<file path="src/rtl/xlat_pkg.sv">
package xlat_pkg;
  typedef enum logic [1:0] {
    ST_IDLE  = 2'd0,
    ST_FETCH = 2'd1,
    ST_SPILL = 2'd2
  } xlat_state_e;

  localparam int unsigned PTE_PRESENT = 0;
  localparam int unsigned PTE_REF     = 1;
  localparam int unsigned PTE_DIRTY   = 2;
  localparam int unsigned PTE_FRAME   = 3;
endpackage

</file>
<file path="src/rtl/xlat_tag_array.sv">
module xlat_tag_array #(
  parameter int unsigned ENTRIES = 4,
  parameter int unsigned VPN_W   = 8,
  parameter int unsigned PFN_W   = 8,
  localparam int unsigned IDX_W  = (ENTRIES > 1) ? $clog2(ENTRIES) : 1
) (
  input  logic               clk,
  input  logic               rst_n,
  input  logic               flush,
  input  logic [VPN_W-1:0]   look_vpn,
  output logic               hit,
  output logic [PFN_W-1:0]   hit_pfn,
  input  logic               touch,
  input  logic               touch_write,
  input  logic               fill_en,
  input  logic [IDX_W-1:0]   fill_idx,
  input  logic [VPN_W-1:0]   fill_vpn,
  input  logic [PFN_W-1:0]   fill_pfn,
  input  logic               fill_ref,
  input  logic               fill_dirty,
  input  logic [IDX_W-1:0]   pick_idx,
  output logic [VPN_W-1:0]   pick_vpn,
  output logic [PFN_W-1:0]   pick_pfn,
  output logic               pick_ref,
  output logic               pick_dirty,
  output logic [ENTRIES-1:0] occupied
);
  logic [VPN_W-1:0] vpn_q   [ENTRIES];
  logic [PFN_W-1:0] pfn_q   [ENTRIES];
  logic [ENTRIES-1:0] ref_q, dirty_q, valid_q, match;

  for (genvar g = 0; g < ENTRIES; g++) begin : g_slot
    assign match[g] = valid_q[g] && (vpn_q[g] == look_vpn);

    always_ff @(posedge clk) begin
      if (!rst_n || flush) begin
        valid_q[g] <= 1'b0;
        ref_q[g]   <= 1'b0;
        dirty_q[g] <= 1'b0;
      end else if (fill_en && fill_idx == IDX_W'(g)) begin
        valid_q[g] <= 1'b1;
        ref_q[g]   <= fill_ref;
        dirty_q[g] <= fill_dirty;
      end else if (touch && match[g]) begin
        ref_q[g]   <= 1'b1;
        dirty_q[g] <= dirty_q[g] | touch_write;
      end
    end

    always_ff @(posedge clk) begin
      if (fill_en && fill_idx == IDX_W'(g)) begin
        vpn_q[g] <= fill_vpn;
        pfn_q[g] <= fill_pfn;
      end
    end
  end

  always_comb begin
    hit_pfn = '0;
    for (int i = 0; i < ENTRIES; i++)
      if (match[i]) hit_pfn = hit_pfn | pfn_q[i];
  end

  assign hit        = |match;
  assign occupied   = valid_q;
  assign pick_vpn   = vpn_q[pick_idx];
  assign pick_pfn   = pfn_q[pick_idx];
  assign pick_ref   = ref_q[pick_idx];
  assign pick_dirty = dirty_q[pick_idx];

  assert_single_match_R1: assert property (@(posedge clk) disable iff (!rst_n)
    $onehot0(match));
  assert_flush_empties_R8: assert property (@(posedge clk) disable iff (!rst_n)
    flush |=> (valid_q == '0));
endmodule

</file>
<file path="src/rtl/xlat_victim_pick.sv">
module xlat_victim_pick #(
  parameter int unsigned ENTRIES = 4,
  localparam int unsigned IDX_W  = (ENTRIES > 1) ? $clog2(ENTRIES) : 1
) (
  input  logic               clk,
  input  logic               rst_n,
  input  logic [ENTRIES-1:0] occupied,
  input  logic               advance,
  output logic [IDX_W-1:0]   pick_idx,
  output logic               pick_full
);
  logic [IDX_W-1:0] rr_q;
  logic [IDX_W-1:0] free_idx;
  logic             any_free;

  function automatic logic [IDX_W-1:0] step_rr(input logic [IDX_W-1:0] cur);
    return (cur == IDX_W'(ENTRIES - 1)) ? '0 : cur + 1'b1;
  endfunction

  always_comb begin
    free_idx = '0;
    any_free = 1'b0;
    for (int i = ENTRIES - 1; i >= 0; i--)
      if (!occupied[i]) begin
        free_idx = IDX_W'(i);
        any_free = 1'b1;
      end
  end

  always_ff @(posedge clk) begin
    if (!rst_n) rr_q <= '0;
    else if (advance) rr_q <= step_rr(rr_q);
  end

  assign pick_idx  = any_free ? free_idx : rr_q;
  assign pick_full = !any_free;

  assert_free_first_R6: assert property (@(posedge clk) disable iff (!rst_n)
    !(&occupied) |-> !occupied[pick_idx]);
  assert_rr_step_R7: assert property (@(posedge clk) disable iff (!rst_n)
    advance |=> (rr_q == step_rr($past(rr_q))));
endmodule

</file>
<file path="src/rtl/xlat_buffer.sv">
module xlat_buffer
  import xlat_pkg::*;
#(
  parameter int unsigned ENTRIES = 4,
  parameter int unsigned VPN_W   = 8,
  parameter int unsigned PFN_W   = 8,
  parameter int unsigned OFF_W   = 4,
  parameter int unsigned MA_W    = 12,
  localparam int unsigned VA_W   = VPN_W + OFF_W,
  localparam int unsigned PA_W   = PFN_W + OFF_W,
  localparam int unsigned PTE_W  = PFN_W + 3,
  localparam int unsigned IDX_W  = (ENTRIES > 1) ? $clog2(ENTRIES) : 1
) (
  input  logic              clk,
  input  logic              rst_n,
  input  logic              flush,
  input  logic [MA_W-1:0]   pt_base,
  input  logic              req_valid,
  input  logic [VA_W-1:0]   req_vaddr,
  input  logic              req_write,
  output logic              resp_valid,
  output logic [PA_W-1:0]   resp_paddr,
  output logic              resp_fault,
  output logic              busy,
  output logic              mem_req,
  output logic              mem_we,
  output logic [MA_W-1:0]   mem_addr,
  output logic [PTE_W-1:0]  mem_wdata,
  input  logic              mem_ack,
  input  logic [PTE_W-1:0]  mem_rdata
);
  function automatic logic [PA_W-1:0] join_paddr(input logic [PFN_W-1:0] pfn,
                                                 input logic [OFF_W-1:0] off);
    return {pfn, off};
  endfunction

  function automatic logic [MA_W-1:0] pte_word(input logic [MA_W-1:0] base,
                                               input logic [VPN_W-1:0] vpn);
    return base + MA_W'(vpn);
  endfunction

  function automatic logic [PTE_W-1:0] pack_pte(input logic [PFN_W-1:0] pfn,
                                                input logic dirty, input logic refd);
    return {pfn, dirty, refd, 1'b1};
  endfunction

  xlat_state_e state_q;
  logic [VPN_W-1:0] want_vpn_q;
  logic [PTE_W-1:0] held_pte_q;

  logic [VPN_W-1:0] look_vpn;
  logic [OFF_W-1:0] look_off;
  logic             hit;
  logic [PFN_W-1:0] hit_pfn;
  logic [IDX_W-1:0] pick_idx;
  logic             pick_full;
  logic [VPN_W-1:0] pick_vpn;
  logic [PFN_W-1:0] pick_pfn;
  logic             pick_ref, pick_dirty;
  logic [ENTRIES-1:0] occupied;

  // named internal events
  logic hit_evt, miss_evt, fault_evt, spill_evt, fill_evt, spill_done_evt;
  logic [PTE_W-1:0] fill_pte;

  assign look_vpn = req_vaddr[VA_W-1:OFF_W];
  assign look_off = req_vaddr[OFF_W-1:0];

  assign hit_evt        = (state_q == ST_IDLE) && req_valid && hit && !flush;
  assign miss_evt       = (state_q == ST_IDLE) && req_valid && !hit && !flush;
  assign fault_evt      = (state_q == ST_FETCH) && mem_ack && !mem_rdata[PTE_PRESENT];
  assign spill_evt      = (state_q == ST_FETCH) && mem_ack && mem_rdata[PTE_PRESENT]
                          && pick_full;
  assign spill_done_evt = (state_q == ST_SPILL) && mem_ack;
  assign fill_evt       = ((state_q == ST_FETCH) && mem_ack && mem_rdata[PTE_PRESENT]
                           && !pick_full) || spill_done_evt;
  assign fill_pte       = (state_q == ST_SPILL) ? held_pte_q : mem_rdata;

  always_ff @(posedge clk) begin
    if (!rst_n) begin
      state_q    <= ST_IDLE;
      want_vpn_q <= '0;
      held_pte_q <= '0;
    end else begin
      unique case (state_q)
        ST_IDLE: if (miss_evt) begin
          state_q    <= ST_FETCH;
          want_vpn_q <= look_vpn;
        end
        ST_FETCH: if (mem_ack) begin
          held_pte_q <= mem_rdata;
          state_q    <= spill_evt ? ST_SPILL : ST_IDLE;
        end
        ST_SPILL: if (mem_ack) state_q <= ST_IDLE;
        default: state_q <= ST_IDLE;
      endcase
    end
  end

  xlat_tag_array #(.ENTRIES(ENTRIES), .VPN_W(VPN_W), .PFN_W(PFN_W)) u_tags (
    .clk(clk), .rst_n(rst_n), .flush(flush),
    .look_vpn(look_vpn), .hit(hit), .hit_pfn(hit_pfn),
    .touch(hit_evt), .touch_write(req_write),
    .fill_en(fill_evt), .fill_idx(pick_idx), .fill_vpn(want_vpn_q),
    .fill_pfn(fill_pte[PTE_FRAME +: PFN_W]),
    .fill_ref(fill_pte[PTE_REF]), .fill_dirty(fill_pte[PTE_DIRTY]),
    .pick_idx(pick_idx), .pick_vpn(pick_vpn), .pick_pfn(pick_pfn),
    .pick_ref(pick_ref), .pick_dirty(pick_dirty), .occupied(occupied)
  );

  xlat_victim_pick #(.ENTRIES(ENTRIES)) u_pick (
    .clk(clk), .rst_n(rst_n), .occupied(occupied),
    .advance(spill_done_evt), .pick_idx(pick_idx), .pick_full(pick_full)
  );

  assign resp_valid = hit_evt || fault_evt;
  assign resp_fault = fault_evt;
  assign resp_paddr = fault_evt ? '0 : join_paddr(hit_pfn, look_off);
  assign busy       = (state_q != ST_IDLE);
  assign mem_req    = (state_q != ST_IDLE);
  assign mem_we     = (state_q == ST_SPILL);
  assign mem_addr   = (state_q == ST_SPILL) ? pte_word(pt_base, pick_vpn)
                                            : pte_word(pt_base, want_vpn_q);
  assign mem_wdata  = pack_pte(pick_pfn, pick_dirty, pick_ref);

  assert_hit_not_busy_R1: assert property (@(posedge clk) disable iff (!rst_n)
    (resp_valid && !resp_fault) |-> !busy);
  assert_fault_keeps_slots_R5: assert property (@(posedge clk) disable iff (!rst_n)
    fault_evt |=> (occupied == $past(occupied)));
  assert_miss_goes_busy_R2: assert property (@(posedge clk) disable iff (!rst_n)
    miss_evt |=> (busy && mem_req && !mem_we));
  assert_spill_only_full_R7: assert property (@(posedge clk) disable iff (!rst_n)
    (mem_req && mem_we) |-> (&occupied));
endmodule

</file>
<file path="config.mk">
export PLATFORM = sky130hd
export DESIGN_NAME = xlat_buffer
export DESIGN_NICKNAME = d
export VERILOG_FILES = /design/src/rtl/xlat_pkg.sv /design/src/rtl/xlat_tag_array.sv /design/src/rtl/xlat_victim_pick.sv /design/src/rtl/xlat_buffer.sv
export SDC_FILE = /design/constraint.sdc
export NUM_CORES = 1
export LEC_CHECK = 0
export BUFFER_PORTS_ARGS = -buffer_cell sky130_fd_sc_hd__buf_2
export CAP_MARGIN = 15
export CORE_UTILIZATION = 40
export DETAILED_ROUTE_END_ITERATION = 7
export PLACE_DENSITY = 0.61
export SLEW_MARGIN = 30
export SYNTH_ARGS = -nofsm -noshare
export SYNTH_HDL_FRONTEND = slang
export SYNTH_SLANG_ARGS = --single-unit
</file>
<file path="constraint.sdc">
create_clock -name clk -period 4.4 [get_ports clk]
set_input_delay 0.88 -clock clk [delete_from_list [all_inputs] [get_ports clk]]
set_output_delay 0.88 -clock clk [all_outputs]
set_load 0.02 [all_outputs]
</file>
After elaboration in Yosys (flattened, before gate mapping)
Memories as Yosys holds them, arrays and structs flattened.
Cells that the tools add are included.
Widths: inputs -> output; s select.
Storage, ports and cells
  register bits: 35
  memory bits (writable): 64
  bits of input ports: 41
  output and inout port bits: 40
  word-level logic and storage cells: 158
  memories: 2
Operators by class
  $add $sub $neg: 3
  magnitude comparators: 1
  equal/unequal tests: 13
  muxes and demuxes: 68
  bitwise gates (word level): 7
  reductions and logical operators: 48
Memory list
  u_tags.pfn_q: depth 4, width 8, read ports 5, clocked after memory_dff 0, wr ports 1, line xlat_tag_array.sv:29  | logic [PFN_W-1:0] pfn_q [ENTRIES];
  u_tags.vpn_q: depth 4, width 8, read ports 5, clocked after memory_dff 0, wr ports 1, line xlat_tag_array.sv:28  | logic [VPN_W-1:0] vpn_q [ENTRIES];
Operators by type and width (count)
  $mux 8: 10
  $reduce_or 8->1: 6
  $mux 1: 36
  $eq 8x8->1: 4
  $mux 2: 16
  $add 12x8->12: 2
  $mux 12: 2
  $or 8x8->8: 3
  $logic_and 1x1->1: 23
  $mux 11: 1
  $reduce_bool 2->1: 5
  $eq 2x2->1 const B: 4
  $pmux 2 s3: 1
  $logic_not 1->1: 5
  $bmux 1 s2: 2
  $eq 2x1->1 const B: 2
  $logic_not 2->1: 2
  $ne 2x2->1 const B: 2
  $or 1x1->1: 4
  $reduce_and 2->1: 2
  $reduce_or 4->1: 1
  $logic_or 1x1->1: 3
  $lt 2x3->1 const B: 1
  $reduce_and 3->1: 1
  other kinds (2): 2

Logic depth before layout (Yosys ltp)
  depth in word-level cells: 13
  mapped depth: 14
  depth with buffers taken out: 13

Hierarchy
From an unflattened synthesis, not the netlist that was laid out.
Unflattened totals
  cell total of the unflattened synthesis: 468
  area total of the unflattened synthesis: 5441.5 um^2
By module, submodules not included
  xlat_tag_array: instances 1, cells an instance 272, area an instance 3742.3 um^2, sequential area each 2162.1 um^2
  xlat_buffer: instances 1, cells an instance 181, area an instance 1562.7 um^2, sequential area each 400.4 um^2
  xlat_victim_pick: instances 1, cells an instance 15, area an instance 136.4 um^2, sequential area each 40.0 um^2

Least setup slack after synthesis
OpenSTA, ideal clock, no wires.
  path kind: reg2out
  from: register u_tags.valid_q[3] (netlist: u_tags.occupied[3])
  to: output port mem_addr[9]
  arrival: 2.977 ns
  data required time: 3.520 ns
  slack: 0.543 ns
  stages on the path, launching flop included: 14
  path buffers: 1
  cells stage by stage: dfxtp_1 buf_2 nand3b_1 nor2_1 nor2_1 nor2_1 o41ai_1 ha_1 a21o_1 a21oi_2 nor2b_1 o41a_1 a41oi_1 xnor2_1
On the way
  cells in the longest elaborated chain, start to end: 8
  elaborated cells on any way between the ends: 12
Ends and longest elaborated chain
  from (decl): line xlat_tag_array.sv:30  | logic [ENTRIES-1:0] ref_q, dirty_q, valid_q, match;
  from (signal, indexed assignment): line xlat_tag_array.sv:37  | valid_q[g] <= 1'b0;
  from (signal, indexed assignment): line xlat_tag_array.sv:41  | valid_q[g] <= 1'b1;
  $mux 2 / $mux 1 (equally long branches) (4 in series): line xlat_victim_pick.sv:24  | if (!occupied[i]) begin
  $mux 2 (*): line xlat_victim_pick.sv:35  | assign pick_idx = any_free ? free_idx : rr_q;
  $mem_v2 4x8 (*)
  $add 12x8->12 (*): line xlat_buffer.sv:39  | return base + MA_W'(vpn);
  $mux 12 (*): line xlat_buffer.sv:122  | assign mem_addr = (state_q == ST_SPILL) ? pte_word(pt_base, pick_vpn)
  to (decl): line xlat_buffer.sv:27  | output logic [MA_W-1:0] mem_addr,
Mark *: on every way between the ends. The rest lies on a longest branch, timed or not.

Final worst setup path
  from: register u_pick.rr_q[1]
  to: output port mem_addr[9]
On the way
  cells in the longest elaborated chain, start to end: 4
Ends and longest elaborated chain
  from (decl): line xlat_victim_pick.sv:12  | logic [IDX_W-1:0] rr_q;
  from (signal assigned): line xlat_victim_pick.sv:32  | else if (advance) rr_q <= step_rr(rr_q);
  $mux 2: line xlat_victim_pick.sv:35
  $mem_v2 4x8
  $add 12x8->12: line xlat_buffer.sv:39
  $mux 12: line xlat_buffer.sv:122
Every way passes these cells.

==> out/qor.yml <==
status: "finished with violations"
failed_checks: "design-rule violations"
r2r-start: "state_q[0]"
htree_levels: 3
hold_class: "flip-flop to flip-flop"
place.gp.congestion: 0.843
hold_end: "held_pte_q[7]"
slowest_delay_ns: 0.44
grt_pass1_wl_um: 20300
crit_path_frequent_cell: "nor2_1"
timing.final.crit_share: 0.955
ys.warnings.count: 0
diodes: 0
crit_family: "compound AO/OA/AOI/OAI gates"
seq_area_frac_synth: 0.515
clk_latency_ns: 0.35
dpl_cell_area_um2: 5560
fill_cells: 1136
port_buffers: 79
hold_depth: 2
dieHeight_um: 114
layout_common_cells: "nand2_1, buf_2, edfxtp_1"
num_vias: 3939
worstRegToRegCells: 8
dp_hpwl_um: 9120
peakVddDrop_mv: 0.151
wirelength_um: 12800
setup_tns_ns: 0
finClkSkew_ns: 0.00621
dieArea_um2: 13100
crit_path_end_kind: "primary output"
multi_input_area_um2: 2270
ys_types: 52
seq_area_um2: 2610
worst-path-buf-inv: 1
clk_pin_slew_ns: 0.07
final_common_cell: "nand2_1"
fmax_ghz: 0.238
async_flop_share: 0
initial_utilization: 0.416
crit_arrival_ns: 3.32
ant_nets: 0
leakage_nw: 2.23
report.final.slew_viol_count: 0
finalInstanceArea_um2: 5900
worst-path-max-fanout: 5
cts-root-buf: "clkbuf_16"
num_rows: 40
required_ns: 3.52
drv_cap: 0
finalCriticalPeriod_ns: 4.20
setup_violations: 0
worstSetupPathType: "flip-flop to primary output"
cts_max_path_buffers: 2
antenna_found_initial: 0
die_w_um: 114
syn_inst: 480
grt_pass1_vias: 3798
crit_chain: "nand3b_1, nor2_1, nor2_1, nor2_1, o41ai_2, ha_1, a21o_1, a21oi_2, nor2b_1, o41a_1, a41oi_1, xnor2_1, buf_2"
grt_usage: 0.207
syn-cell-area_um2: 5050
r2r_end: "u_tags.ref_q[0]"
drc: 1
core-area_um2: 12200
areaGrowthSynthToFinish_pct: 16.7
syn_avg_cell_area_um2: 10.5
hold_buffers: 0
crit_slowest_cell: "o41ai_2"
slew_headroom: 0.336
synth_top_area_cell: "edfxtp_1"
ys_top_cells_by_area: "edfxtp_1, dfxtp_1, nand2_1, xnor2_1, ha_1"
post_drt_wl_per_cell_um: 17.6
p_per_area_nw_per_um2: 323
ios: 81
layout-drive-gt1-share: 0.253
cts_buffers: 9
r2r_setup_slack_ns: 1.74
overflow: 0
critPathLaunchType: "flip-flop"
first_iter_violations: 449
synth.top_cell.area_share: 0.380
cts_tree: "built"
dr.pass1.iters: 8
synth_fp_nets: 532
nets: 604
ys_seq_elements: 98
grt_max_degree: 32
vias_per_cell: 5.43
synthFlopType: "edfxtp_1"
worstMarginPinSlew_ns: 0.990
hold_violations: 0
holdCritStartpoint: "held_pte_q[7]"
synth_edf_count: 64
clock_sinks: 98
==> how the worst max path moves through the flow <==
stage | cells after the start | end | from | slack (ns)
finish | 13 | mem_addr[9] | u_pick.rr_q[1] | 0.20
floorplan | 13 | mem_addr[9] | u_tags.occupied[3] | 0.54
global route | 15 | mem_addr[10] | u_pick.rr_q[1] | -0.0002
CTS | 14 | mem_addr[10] | u_tags.occupied[3] | 0.01
detailed placement | 13 | mem_addr[9] | u_pick.rr_q[0] | 0.29
global placement | 13 | mem_addr[9] | u_pick.rr_q[0] | 0.35
==> metrics by stage <==
stage	std cells	worst slack [ns]	util	power, mW	hold slack, ns
5_1_grt	725	-0.000165	0.485	1.98	0.492
3_5_place_dp	707	0.287	0.457	1.20	0.458
6_report	725	0.199	0.485	1.91	0.465
4_1_cts	723	0.0106	0.480	1.92	0.468
3_3_place_gp	707	0.354	0.457	1.20	0.450
2_1_floorplan	480	0.543	-	1.15	0.443
==> cell type report <==
cell class,count,share of cell area
clock inverters,6,0.00658
repair buffers,95,0.0883
multi-input cells,344,0.386
flip-flops and latches,98,0.442
inverters,4,0.00255
well taps,168,0.0356
clock buffers,10,0.0388
==> kinds of logic after synthesis <==
group,after synthesis,synth area share
flops,98,0.515
fa+ha+maj,11,0.0287
simple gates,177,0.160
mux,10,0.0198
buf+inv,38,0.0443
compound gates,104,0.153
other cells,1,0.000742
xor+xnor,41,0.0792
==> routing by layer <==
metal,GRT usage,routed length (um)
met4,0.0710,229
met3,0.0424,931
met1,0.292,5750
met2,0.316,5880
met5,0,0
==> flip-flops by register name (all words and copies together) (netlist names) <==
| register | cells |
|---|---|
| u_tags.pfn_q | 32 |
| u_tags.dirty_q | 4 |
| state_q | 2 |
| u_tags.occupied | 4 |
| u_pick.rr_q | 2 |
| want_vpn_q | 8 |
| u_tags.ref_q | 4 |
| held_pte_q | 10 |
| u_tags.vpn_q | 32 |
==> Yosys cell counts, drive strengths merged (4+ instances only) <==
master  number
o21a         5
clkbuf      12
nor2        33
a211oi      16
nand2       98
inv          4
buf         22
o21ai        4
and2         7
edfxtp      64
nand4        5
a21boi      11
nor2b        9
nand3        7
o22ai       11
o41ai        8
dfxtp       34
xnor2       39
a21oi       15
mux2i       10
nor3         5
a222oi      10
ha          10
a22oi       16
==> tightest hold or removal path, stage by stage, from the launching register on <==
cell      delay, ns
dfxtp_1        0.31
nand2_1        0.05
a21boi_0       0.06
==> power by group <==
group,leakage [nW],total [mW],switching [mW],internal (mW)
Combinational,1.23,0.190,0.113,0.0771
Clock,0.137,0.719,0.334,0.385
Sequential,0.863,0.997,0.00923,0.987
==> timing repair <==
item                                    CTS  global route
pin swaps                                 0             2
endpoints found under the setup margin    5             6
setup buffers                             0             2
resized for setup                         4            12
No activity file was read; power rests on OpenSTA's default activity.
